## config.mk

```make
export PLATFORM = sky130hd
export DESIGN_NAME = jtag_mem_seq
export DESIGN_NICKNAME = d
export VERILOG_FILES = /design/src/rtl/jmseq_pkg.sv /design/src/rtl/jmseq_tap_walker.sv /design/src/rtl/jmseq_script.sv /design/src/rtl/jtag_mem_seq.sv
export SDC_FILE = /design/constraint.sdc
export NUM_CORES = 1
export LEC_CHECK = 0
export ABC_AREA = 1
export BUFFER_PORTS_ARGS = -buffer_cell sky130_fd_sc_hd__buf_2
export CAP_MARGIN = 30
export CORE_ASPECT_RATIO = 1.75
export CORE_MARGIN = 4
export CORE_UTILIZATION = 40
export CTS_CLUSTER_SIZE = 8
export DETAILED_ROUTE_END_ITERATION = 12
export GPL_ROUTABILITY_DRIVEN = 1
export PLACE_DENSITY_LB_ADDON = 0.05
export SYNTH_ARGS = -nofsm -noshare
export SYNTH_HDL_FRONTEND = slang
export SYNTH_SLANG_ARGS = --single-unit
```

## constraint.sdc

```tcl
create_clock -name clk -period 2.9 [get_ports clk]
set_clock_uncertainty 0.15 [all_clocks]
set_input_delay 0.435 -clock clk [delete_from_list [all_inputs] [get_ports clk]]
set_output_delay 0.435 -clock clk [all_outputs]
set_load 0.005 [all_outputs]
```

## src/rtl/jmseq_pkg.sv

```systemverilog
package jmseq_pkg;

   // Kinds of step in an access script
   typedef enum logic [2:0] {
      OP_IR,      // instruction shift
      OP_DR_D,    // data-width data shift
      OP_DR_A,    // address-width data shift
      OP_CLK_LO,  // drive target clock low
      OP_CLK_HI,  // drive target clock high
      OP_CHECK,   // test captured status
      OP_END      // command complete
   } op_kind_e;

   typedef struct packed {
      op_kind_e    kind;
      logic        keep;  // captured data becomes read data
      logic [31:0] val;   // value shifted out
   } op_t;

   localparam logic [15:0] READY_MASK = 16'h0301;
   localparam logic [15:0] CW_WR_BYTE = 16'h0510;
   localparam logic [15:0] CW_WR_WORD = 16'h0500;
   localparam logic [15:0] CW_RD_BYTE = 16'h0511;
   localparam logic [15:0] CW_RD_WORD = 16'h0501;
   localparam logic [15:0] CW_RELEASE = 16'h0501;
   localparam logic [15:0] FAIL_WORD  = 16'hBABE;

endpackage

```

## src/rtl/jmseq_tap_walker.sv

```systemverilog
module jmseq_tap_walker #(
   parameter int MAX_LEN  = 20,
   parameter int HALF_DIV = 2,
   localparam int LEN_W   = $clog2(MAX_LEN + 1)
) (
   input  logic               clk,
   input  logic               rst_n,
   input  logic               go,
   input  logic               is_ir,
   input  logic [LEN_W-1:0]   len,
   input  logic [MAX_LEN-1:0] din,
   output logic               busy,
   output logic               done,
   output logic [MAX_LEN-1:0] dout,
   output logic               tck,
   output logic               tms,
   output logic               tdi,
   input  logic               tdo
);

   localparam int STEP_W = $clog2(MAX_LEN + 8);

   logic               busy_q, done_q, tck_q, ir_q, tick;
   logic [STEP_W-1:0]  step_q, pre_s, len_s, last_s;
   logic [LEN_W-1:0]   len_q;
   logic [MAX_LEN-1:0] sh_q, cap_q, dout_q;
   logic               bit_step;

   if (HALF_DIV < 1) begin : g_bad_div
      $error("HALF_DIV must be at least 1");
   end

   // Half-period tick: a constant tick or a divider counter
   if (HALF_DIV == 1) begin : g_tick_fast
      assign tick = 1'b1;
   end else begin : g_tick_div
      localparam int DW = $clog2(HALF_DIV);
      logic [DW-1:0] div_q;
      always_ff @(posedge clk or negedge rst_n) begin
         if (!rst_n)                           div_q <= '0;
         else if (!busy_q)                     div_q <= '0;
         else if (div_q == DW'(HALF_DIV - 1))  div_q <= '0;
         else                                  div_q <= div_q + 1'b1;
      end
      assign tick = (div_q == DW'(HALF_DIV - 1));
   end

   assign pre_s    = ir_q ? STEP_W'(4) : STEP_W'(3);
   assign len_s    = STEP_W'(len_q);
   assign last_s   = pre_s + len_s + STEP_W'(1);
   assign bit_step = (step_q >= pre_s) && (step_q < pre_s + len_s);

   always_comb begin
      tms = 1'b0;
      tdi = 1'b0;
      if (busy_q) begin
         if (step_q < pre_s) begin
            tms = ir_q ? (step_q < STEP_W'(2)) : (step_q == '0);
         end else if (bit_step) begin
            tms = (step_q == pre_s + len_s - STEP_W'(1));
            tdi = sh_q[0];
         end else begin
            tms = (step_q == pre_s + len_s);
         end
      end
   end

   always_ff @(posedge clk or negedge rst_n) begin
      if (!rst_n) begin
         busy_q <= 1'b0;
         done_q <= 1'b0;
         tck_q  <= 1'b0;
         ir_q   <= 1'b0;
         step_q <= '0;
         len_q  <= '0;
         sh_q   <= '0;
         cap_q  <= '0;
         dout_q <= '0;
      end else begin
         done_q <= 1'b0;
         if (!busy_q) begin
            if (go) begin
               busy_q <= 1'b1;
               step_q <= '0;
               tck_q  <= 1'b0;
               ir_q   <= is_ir;
               len_q  <= len;
               sh_q   <= din;
               cap_q  <= '0;
            end
         end else if (tick) begin
            if (!tck_q) begin
               tck_q <= 1'b1;
               if (bit_step) cap_q <= {tdo, cap_q[MAX_LEN-1:1]};
            end else begin
               tck_q <= 1'b0;
               if (bit_step) sh_q <= sh_q >> 1;
               if (step_q == last_s) begin
                  busy_q <= 1'b0;
                  done_q <= 1'b1;
                  dout_q <= cap_q >> (MAX_LEN - int'(len_q));
               end else begin
                  step_q <= step_q + 1'b1;
               end
            end
         end
      end
   end

   assign busy = busy_q;
   assign done = done_q;
   assign dout = dout_q;
   assign tck  = tck_q;


   tms_hold_chk: assert property (@(posedge clk) disable iff (!rst_n)
      (tck_q && $past(tck_q)) |-> ($stable(tms) && $stable(tdi)));


   tck_rest_chk: assert property (@(posedge clk) disable iff (!rst_n)
      (!busy_q && !go) |=> !tck_q);

endmodule

```

## src/rtl/jmseq_script.sv

```systemverilog
module jmseq_script
   import jmseq_pkg::*;
#(
   parameter int ADDR_W     = 20,
   parameter int DATA_W     = 16,
   parameter int BYTE_LIMIT = 'h100,
   parameter int OP_CAPTURE = 'h14,
   parameter int OP_CTRL    = 'h13,
   parameter int OP_ADDR    = 'h83,
   parameter int OP_D2A     = 'h85
) (
   input  logic [4:0]        pc,
   input  logic              is_wr,
   input  logic [ADDR_W-1:0] addr,
   input  logic [DATA_W-1:0] wdata,
   output op_t               op
);

   logic        is_byte;
   logic [15:0] cw_wr, cw_rd;

   assign is_byte = (addr < ADDR_W'(BYTE_LIMIT));
   assign cw_wr   = is_byte ? CW_WR_BYTE : CW_WR_WORD;
   assign cw_rd   = is_byte ? CW_RD_BYTE : CW_RD_WORD;

   always_comb begin
      op = '{kind: OP_END, keep: 1'b0, val: '0};
      case (pc)
         5'd0: op = '{OP_IR,    1'b0, 32'(OP_CAPTURE)};
         5'd1: op = '{OP_DR_D,  1'b0, 32'd0};
         5'd2: op = '{OP_CHECK, 1'b0, 32'd0};
         5'd3: op = '{OP_CLK_LO, 1'b0, 32'd0};
         5'd4: op = '{OP_IR,    1'b0, 32'(OP_CTRL)};
         5'd5: op = '{OP_DR_D,  1'b0, 32'(is_wr ? cw_wr : cw_rd)};
         5'd6: op = '{OP_IR,    1'b0, 32'(OP_ADDR)};
         5'd7: op = '{OP_DR_A,  1'b0, 32'(addr)};
         default: begin
            if (is_wr) begin
               case (pc)
                  5'd8:  op = '{OP_CLK_HI, 1'b0, 32'd0};
                  5'd9:  op = '{OP_IR,     1'b0, 32'(OP_D2A)};
                  5'd10: op = '{OP_DR_D,   1'b0, 32'(wdata)};
                  5'd11: op = '{OP_CLK_LO, 1'b0, 32'd0};
                  5'd12: op = '{OP_IR,     1'b0, 32'(OP_CTRL)};
                  5'd13: op = '{OP_DR_D,   1'b0, 32'(CW_RELEASE)};
                  5'd14: op = '{OP_CLK_HI, 1'b0, 32'd0};
                  5'd15: op = '{OP_CLK_LO, 1'b0, 32'd0};
                  5'd16: op = '{OP_CLK_HI, 1'b0, 32'd0};
                  default: ;
               endcase
            end else begin
               case (pc)
                  5'd8:  op = '{OP_IR,     1'b0, 32'(OP_D2A)};
                  5'd9:  op = '{OP_CLK_HI, 1'b0, 32'd0};
                  5'd10: op = '{OP_CLK_LO, 1'b0, 32'd0};
                  5'd11: op = '{OP_DR_D,   1'b1, 32'd0};
                  5'd12: op = '{OP_CLK_HI, 1'b0, 32'd0};
                  5'd13: op = '{OP_CLK_LO, 1'b0, 32'd0};
                  5'd14: op = '{OP_CLK_HI, 1'b0, 32'd0};
                  default: ;
               endcase
            end
         end
      endcase
   end

endmodule

```

## src/rtl/jtag_mem_seq.sv

```systemverilog
module jtag_mem_seq
   import jmseq_pkg::*;
#(
   parameter int ADDR_W     = 20,
   parameter int DATA_W     = 16,
   parameter int IR_W       = 8,
   parameter int HALF_DIV   = 2,
   parameter int TCLK_HOLD  = 2,
   parameter int MAX_POLLS  = 8,
   parameter int BYTE_LIMIT = 'h100,
   parameter int OP_CAPTURE = 'h14,
   parameter int OP_CTRL    = 'h13,
   parameter int OP_ADDR    = 'h83,
   parameter int OP_D2A     = 'h85
) (
   input  logic              clk,
   input  logic              rst_n,
   input  logic              cmd_start,
   input  logic              cmd_write,
   input  logic [ADDR_W-1:0] cmd_addr,
   input  logic [DATA_W-1:0] cmd_wdata,
   output logic              cmd_busy,
   output logic              cmd_done,
   output logic              cmd_err,
   output logic [DATA_W-1:0] cmd_rdata,
   output logic              jtag_tck,
   output logic              jtag_tms,
   output logic              jtag_tdi,
   input  logic              jtag_tdo,
   output logic              tgt_clk
);

   localparam int MAX_LEN = (ADDR_W > DATA_W) ? ((ADDR_W > IR_W) ? ADDR_W : IR_W)
                                              : ((DATA_W > IR_W) ? DATA_W : IR_W);
   localparam int LEN_W   = $clog2(MAX_LEN + 1);
   localparam int PW      = $clog2(MAX_POLLS + 1);
   localparam int HW      = $clog2(TCLK_HOLD + 1);

   if (DATA_W < 16 || MAX_LEN > 32) begin : g_bad_width
      $error("DATA_W must be at least 16 and no shift may exceed 32 bits");
   end
   if (MAX_POLLS < 1 || TCLK_HOLD < 1) begin : g_bad_count
      $error("MAX_POLLS and TCLK_HOLD must be at least 1");
   end

   typedef enum logic [1:0] {ST_IDLE, ST_RUN, ST_SHIFT, ST_DWELL} st_e;

   st_e               st_q;
   logic [4:0]        pc_q;
   logic              wr_q, err_q, done_q, tclk_q;
   logic [ADDR_W-1:0] addr_q;
   logic [DATA_W-1:0] wdata_q, rdata_q, stat_q;
   logic [PW-1:0]     polls_q;
   logic [HW-1:0]     hold_q;
   op_t               op;
   logic              w_go, w_busy, w_done, w_tck;
   logic [LEN_W-1:0]  w_len;
   logic [MAX_LEN-1:0] w_dout;

   jmseq_script #(
      .ADDR_W(ADDR_W), .DATA_W(DATA_W), .BYTE_LIMIT(BYTE_LIMIT),
      .OP_CAPTURE(OP_CAPTURE), .OP_CTRL(OP_CTRL), .OP_ADDR(OP_ADDR), .OP_D2A(OP_D2A)
   ) i_script (
      .pc(pc_q), .is_wr(wr_q), .addr(addr_q), .wdata(wdata_q), .op(op)
   );

   assign w_go  = (st_q == ST_RUN) &&
                  (op.kind == OP_IR || op.kind == OP_DR_D || op.kind == OP_DR_A);
   assign w_len = (op.kind == OP_IR)   ? LEN_W'(IR_W)   :
                  (op.kind == OP_DR_A) ? LEN_W'(ADDR_W) : LEN_W'(DATA_W);

   jmseq_tap_walker #(.MAX_LEN(MAX_LEN), .HALF_DIV(HALF_DIV)) i_walker (
      .clk(clk), .rst_n(rst_n), .go(w_go), .is_ir(op.kind == OP_IR),
      .len(w_len), .din(op.val[MAX_LEN-1:0]), .busy(w_busy), .done(w_done),
      .dout(w_dout), .tck(w_tck), .tms(jtag_tms), .tdi(jtag_tdi), .tdo(jtag_tdo)
   );

   always_ff @(posedge clk or negedge rst_n) begin
      if (!rst_n) begin
         st_q    <= ST_IDLE;
         pc_q    <= '0;
         wr_q    <= 1'b0;
         addr_q  <= '0;
         wdata_q <= '0;
         rdata_q <= '0;
         stat_q  <= '0;
         err_q   <= 1'b0;
         done_q  <= 1'b0;
         tclk_q  <= 1'b1;
         polls_q <= '0;
         hold_q  <= '0;
      end else begin
         done_q <= 1'b0;
         case (st_q)
            ST_IDLE: if (cmd_start) begin
               st_q    <= ST_RUN;
               pc_q    <= '0;
               polls_q <= '0;
               wr_q    <= cmd_write;
               addr_q  <= cmd_addr;
               wdata_q <= cmd_wdata;
               err_q   <= 1'b0;
            end
            ST_RUN: begin
               case (op.kind)
                  OP_IR, OP_DR_D, OP_DR_A: st_q <= ST_SHIFT;
                  OP_CLK_LO, OP_CLK_HI: begin
                     tclk_q <= (op.kind == OP_CLK_HI);
                     hold_q <= '0;
                     st_q   <= ST_DWELL;
                  end
                  OP_CHECK: begin
                     if ((stat_q[15:0] & READY_MASK) != 16'h0) begin
                        pc_q <= pc_q + 1'b1;
                     end else if (wr_q) begin
                        err_q  <= 1'b1;
                        done_q <= 1'b1;
                        st_q   <= ST_IDLE;
                     end else if (polls_q == PW'(MAX_POLLS - 1)) begin
                        err_q   <= 1'b1;
                        rdata_q <= DATA_W'(FAIL_WORD);
                        done_q  <= 1'b1;
                        st_q    <= ST_IDLE;
                     end else begin
                        polls_q <= polls_q + 1'b1;
                        pc_q    <= '0;
                     end
                  end
                  default: begin
                     done_q <= 1'b1;
                     st_q   <= ST_IDLE;
                  end
               endcase
            end
            ST_SHIFT: if (w_done) begin
               stat_q <= w_dout[DATA_W-1:0];
               if (op.keep) rdata_q <= w_dout[DATA_W-1:0];
               pc_q <= pc_q + 1'b1;
               st_q <= ST_RUN;
            end
            default: begin
               if (hold_q == HW'(TCLK_HOLD - 1)) begin
                  pc_q <= pc_q + 1'b1;
                  st_q <= ST_RUN;
               end else begin
                  hold_q <= hold_q + 1'b1;
               end
            end
         endcase
      end
   end

   assign cmd_busy  = (st_q != ST_IDLE);
   assign cmd_done  = done_q;
   assign cmd_err   = err_q;
   assign cmd_rdata = rdata_q;
   assign jtag_tck  = w_tck;
   assign tgt_clk   = tclk_q;


   tclk_quiet_chk: assert property (@(posedge clk) disable iff (!rst_n)
      !$stable(tclk_q) |-> (!w_busy && !w_tck));


   done_pulse_chk: assert property (@(posedge clk) disable iff (!rst_n)
      cmd_done |=> !cmd_done);


   done_idle_chk: assert property (@(posedge clk) disable iff (!rst_n)
      cmd_done |-> !cmd_busy);


   err_with_done_chk: assert property (@(posedge clk) disable iff (!rst_n)
      $rose(cmd_err) |-> cmd_done);


   hold_result_chk: assert property (@(posedge clk) disable iff (!rst_n)
      (!cmd_busy && !cmd_start) |=> ($stable(cmd_err) && $stable(cmd_rdata)));

endmodule

```

==> impl.org <==
** Setup path
- Worst reg-to-reg setup slack :: 0.22 ns
- The most critical setup path has its endpoint at jtag_tms.
- The worst setup path is captured at a primary output.
- In this design, the stage delay of the slowest critical-path cell is 0.45 ns.
- In this run the worst setup path begins at i_walker.len_q[2]$_DFFE_PN0P_.
- Critical path type :: register to primary output
- Endpoint of the worst-slack reg-to-reg timing path :: i_walker.cap_q[5]$_DFFE_PN0P_
- Highest net fanout along the worst path :: 4
- Required time at the endpoint of the critical path :: 2.32 ns
- Cell with the most instances on the worst path :: sky130_fd_sc_hd__ha_4
- STA classifies the critical path startpoint as a register.
- On the critical path, the stage with the largest delay is an instance of sky130_fd_sc_hd__dfrtp_2.
- Worst reg-to-reg path cell count :: 16
- The worst register-to-register path begins at pc_q[0]$_DFFE_PN0P_.
- Cells along the critical path :: ha_4, xnor2_4, ha_4, a21oi_2, o211a_1, nand2_2, o21ai_1, a21oi_1, nor3_1, buf_2
- Arrival time reported for the critical path endpoint :: 2.33 ns

** Status
- The final reports fail on negative setup slack.
- Status :: finished, violations left

** Logic synthesis
- Most common flop cell mapped by yosys :: sky130_fd_sc_hd__dfrtp_1
- Synthesis produced a netlist with a net count of 1116.
- Number of warnings issued by yosys :: 0
- Counting flops and latches in the post-synthesis netlist gives 140.
- Area of the mapped netlist :: 0.007941 mm²
- Counting flops with an async set or reset pin after synthesis yields a share of 100.0%.
- Number of distinct library cells after synthesis :: 48
- The synthesized design contains 0 enable-type register cells.
- Of the synthesized area, sequential elements account for 44.13%.
- Mapped Cells :: 1057
- Synthesized area per cell :: 7.513 µm²

** Timing
- Setup tns final :: -0.01552 ns
- Crit path time final :: 2.916 ns
- Worst slew margin relative to its limit :: 52.39%
- Post-route worst setup slack :: -0.01552 ns
- Number of setup violations in the final report :: 1
- At the pin with the least slew margin, the transition time is 0.7086 ns.
- The total count of hold-check failures in the final report came to 0.
- The final critical path takes up 100.5% of the cycle.
- Based on the critical path, the design can be clocked at up to 0.3430 GHz.
- Setup repair after global routing could not meet its margin everywhere.
- Hold WS :: 0.04120 ns
- The max-slew violation count came to 0.

** Detailed routing
- First-iteration detailed-routing DRC count :: 316
- Post-DRT Antenna Nets :: 0
- Dividing the detail-routed via count by the number of cells gives 5.142.
- Detailed routing placed a total of 576 µm of wire on met3.
- Routed signal wires occupy layers up through met4.
- The routed design has 21610 µm of wire.
- Routed length on met2 :: 12010 µm
- After detailed routing, the average wire length per cell comes to 15.56 µm.
- Routed met1 length :: 8179 µm
- Number of vias in the routed layout :: 7142
- The first detailed-routing pass ran for 4 iterations.
- After detailed routing, the number of remaining DRC violations is 0.

** Clocking
- Cell at the root of the clock tree :: sky130_fd_sc_hd__clkbuf_16
- The later pin in the worst-skew pair is clocked with a latency of 0.43 ns.
- Register clock-pin slew on the reported worst setup and hold paths :: 0.07 ns
- Cts bufs inserted :: 17
- H-tree lvl count :: 4
- In this run the deepest clock path goes through 2 buffers.
- TritonCTS built the clock tree.
- Clock tree synthesis found a total of 140 sinks.

** Global route
- Entering global routing, the biggest net connects 71 pins.
- The first global-routing pass estimated 36290 µm of wire.
- Antenna violations before repair :: 0
- Via count of the first global-routing pass :: 7320
- GRT Total Usage :: 20.49%
- Global routing finished with a remaining overflow of 0.

** Pwr
- Largest vdd supply drop :: 0.4003 mV
- Summed over all cells, the static leakage comes to 0.005018 µW.
- Power per standard cell area :: 451.9 mW/mm²

** Floorplan
- Die X-Extent :: 114.5 µm
- Area of the die :: 0.02226 mm²
- Die Ht :: 194.4 µm
- In this run the count of I/O pins placed on the die edge is 64.
- For this configuration, the core starts out at a cell density of 41.01%.
- # rows :: 67
- Core ar. :: 0.01936 mm²

** Place
- DP Wirelength :: 15990 µm
- Buffers placed on the I/O ports in this run total 63.
- Prior to clock tree synthesis, the placed netlist has a worst setup slack of 0.08041 ns.
- The congestion estimate from routability-driven global placement came to 0.9224.
- Area of placed instances :: 0.008657 mm²

** Layout
- After the last flow step, the layout net total stands at 1194.
- Design Area, Final :: 0.009404 mm²
- Relative to the synthesized area, the layout overhead comes to 18.42%.
- The repair_antennas step left the layout with diodes totalling 0.
- The post-route netlist has 16.90% of its cells at a drive strength greater than 1.

** Hold path
- Class of the tightest hold or removal check :: input port to register

** Flow run
- Max-cap violations :: 0
-- worst min path at each step --
stage,startpoint,slack [ns],cells after the start,to
after detailed placement,rst_n,0.16,1,cmd_rdata[7]$_DFFE_PN0P_
after global placement,rst_n,0.16,1,cmd_rdata[7]$_DFFE_PN0P_
after global routing,cmd_addr[9],0.05,3,addr_q[9]$_DFFE_PN0P_
final,cmd_wdata[4],0.04,3,wdata_q[4]$_DFFE_PN0P_
after CTS,cmd_wdata[8],0.03,3,wdata_q[8]$_DFFE_PN0P_
after floorplan,rst_n,-0.01,0,addr_q[0]$_DFFE_PN0P_
-- critical path, delay by kind of cell, from the launching register on --
kind,cells,cell delay [ns]
AO/OA/AOI/OAI,4,0.49
buffers and inverters,1,0.14
XOR/XNOR,1,0.20
flip-flops,1,0.45
adder cells (fa/ha/maj),2,0.43
AND/OR/NAND/NOR,2,0.20
-- synth_stat cells, types with 2 or more instances --
cell / instances / area share [%]
sky130_fd_sc_hd__a211oi_1: 2 / 0.19
sky130_fd_sc_hd__inv_2: 8 / 0.38
sky130_fd_sc_hd__nand3b_1: 5 / 0.47
sky130_fd_sc_hd__clkbuf_1: 33 / 1.6
sky130_fd_sc_hd__or2_2: 4 / 0.32
sky130_fd_sc_hd__a22oi_1: 4 / 0.38
sky130_fd_sc_hd__o21a_1: 2 / 0.19
sky130_fd_sc_hd__nor3b_1: 2 / 0.19
sky130_fd_sc_hd__buf_4: 3 / 0.28
sky130_fd_sc_hd__o31ai_1: 6 / 0.57
sky130_fd_sc_hd__buf_2: 8 / 0.50
sky130_fd_sc_hd__clkinv_1: 3 / 0.14
sky130_fd_sc_hd__nor3_1: 12 / 0.76
sky130_fd_sc_hd__o211ai_1: 6 / 0.57
sky130_fd_sc_hd__mux2_2: 2 / 0.28
sky130_fd_sc_hd__nor2_4: 6 / 0.85
sky130_fd_sc_hd__nor2_1: 66 / 3.1
sky130_fd_sc_hd__nand2_2: 8 / 0.63
sky130_fd_sc_hd__a21oi_1: 18 / 1.1
sky130_fd_sc_hd__o2111ai_1: 4 / 0.44
sky130_fd_sc_hd__nor4_1: 3 / 0.24
sky130_fd_sc_hd__a31oi_1: 3 / 0.24
sky130_fd_sc_hd__nand3_1: 43 / 2.7
sky130_fd_sc_hd__o221ai_1: 5 / 0.55
sky130_fd_sc_hd__nand4_1: 64 / 5.0
sky130_fd_sc_hd__o22ai_1: 12 / 0.95
sky130_fd_sc_hd__a41oi_1: 2 / 0.22
sky130_fd_sc_hd__dfrtp_1: 139 / 44
sky130_fd_sc_hd__xor2_1: 9 / 0.99
sky130_fd_sc_hd__nand2_1: 340 / 16
sky130_fd_sc_hd__buf_6: 5 / 0.71
sky130_fd_sc_hd__ha_1: 18 / 2.8
sky130_fd_sc_hd__inv_1: 117 / 5.5
sky130_fd_sc_hd__xnor2_1: 3 / 0.33
sky130_fd_sc_hd__nor2_2: 5 / 0.39
sky130_fd_sc_hd__o21ai_1: 5 / 0.32
sky130_fd_sc_hd__o21ai_0: 71 / 4.5
-- what timing repair did --
action | in CTS | in global routing
buffers inserted | 4 | 3
hold buffers | 1 | 0
gates resized for setup | 14 | 5
pin swaps | 7 | 5
hold endpoints to repair | 21 | 0
setup endpoints to repair | 2 | 53
-- layout by cell type, fill, tap and decap left out, types with 3 or more instances in the layout --
| cell type | netlist | layout |
|---|---|---|
| sky130_fd_sc_hd__inv_2 | 8 | 9 |
| sky130_fd_sc_hd__nand2_2 | 8 | 10 |
| sky130_fd_sc_hd__buf_4 | 3 | 40 |
| sky130_fd_sc_hd__nor2_2 | 5 | 4 |
| sky130_fd_sc_hd__inv_6 | 0 | 3 |
| sky130_fd_sc_hd__xor2_1 | 9 | 9 |
| sky130_fd_sc_hd__o221ai_1 | 5 | 5 |
| sky130_fd_sc_hd__o22ai_1 | 12 | 12 |
| sky130_fd_sc_hd__o21ai_1 | 5 | 5 |
| sky130_fd_sc_hd__ha_1 | 18 | 15 |
| sky130_fd_sc_hd__nand3b_1 | 5 | 5 |
| sky130_fd_sc_hd__o31ai_1 | 6 | 6 |
| sky130_fd_sc_hd__buf_2 | 8 | 62 |
| sky130_fd_sc_hd__a31oi_1 | 3 | 3 |
| sky130_fd_sc_hd__or2_2 | 4 | 4 |
| sky130_fd_sc_hd__nand3_1 | 43 | 42 |
| sky130_fd_sc_hd__buf_12 | 0 | 4 |
| sky130_fd_sc_hd__clkinv_1 | 3 | 3 |
| sky130_fd_sc_hd__nand2_1 | 340 | 338 |
| sky130_fd_sc_hd__o2111ai_1 | 4 | 4 |
| sky130_fd_sc_hd__o21ai_0 | 71 | 70 |
| sky130_fd_sc_hd__dfrtp_2 | 0 | 3 |
| sky130_fd_sc_hd__ha_4 | 0 | 3 |
| sky130_fd_sc_hd__a21oi_1 | 18 | 16 |
| sky130_fd_sc_hd__clkbuf_16 | 0 | 17 |
| sky130_fd_sc_hd__nand4_1 | 64 | 64 |
| sky130_fd_sc_hd__nor2_1 | 66 | 66 |
| sky130_fd_sc_hd__a22oi_1 | 4 | 4 |
| sky130_fd_sc_hd__dfrtp_1 | 139 | 136 |
| sky130_fd_sc_hd__o211ai_1 | 6 | 6 |
| sky130_fd_sc_hd__nor4_1 | 3 | 3 |
| sky130_fd_sc_hd__nor2_4 | 6 | 7 |
| sky130_fd_sc_hd__nor3_1 | 12 | 11 |
| sky130_fd_sc_hd__inv_1 | 117 | 116 |
| sky130_fd_sc_hd__clkinvlp_4 | 0 | 3 |
-- through the flow --
step	util (%)	power, µW	std cells
5_1_grt	48.56	4411	1389
3_5_place_dp	44.71	2063	1349
6_report	48.56	4249	1389
4_1_cts	48.36	4310	1386
3_3_place_gp	44.71	2063	1349
2_1_floorplan	-	1990	1057
-- routing by layer --
layer | vias to the layer above | GRT usage (%)
li1 | 3610 | -
met4 | 0 | 10.17
met1 | 3346 | 21.06
met2 | 130 | 38.65
met3 | 56 | 3.485
met5 | - | 0
-- state kept, by name, indices dropped and copies added, names as in the netlist, 2 cells and up --
register and count:
pc_q 5, polls_q 4, hold_q 2, wdata_q 16
i_walker.dout 16, i_walker.sh_q 20, cmd_rdata 16, i_walker.step_q 5
stat_q 3, i_walker.len_q 3, addr_q 20, i_walker.cap_q 20
st_q 2
-- cell families after synthesis --
family,Yosys count,synth area share (%)
and+or+nand+nor,562,31.40
AOI/OAI and AO/OA,144,10.75
DFF,140,44.13
muxes,3,0.4096
adders and majority gates,18,2.836
xor gates and xnor gates,12,1.324
buffers and inverters,178,9.154
-- power breakdown --
part / leakage [µW] / total [µW] / internal [µW] / switching [µW]
sequential: 0.00177 / 1950 / 1950 / 0
combinational: 0.00297 / 70.6 / 24.8 / 45.9
clock: 0.000283 / 2230 / 1320 / 907
total: 0.00502 / 4250 / 3300 / 952
-- final cells by class --
class,count,area (µm²)
clock buffer,20,456.7
clock inverter,12,136.4
fill,2018,9961
inverter,128,480.5
multi-input combinational,739,3797
sequential,140,3508
tap,241,301.5
timing repair buffer,109,723.2
Power figures use the tool's default switching activity.
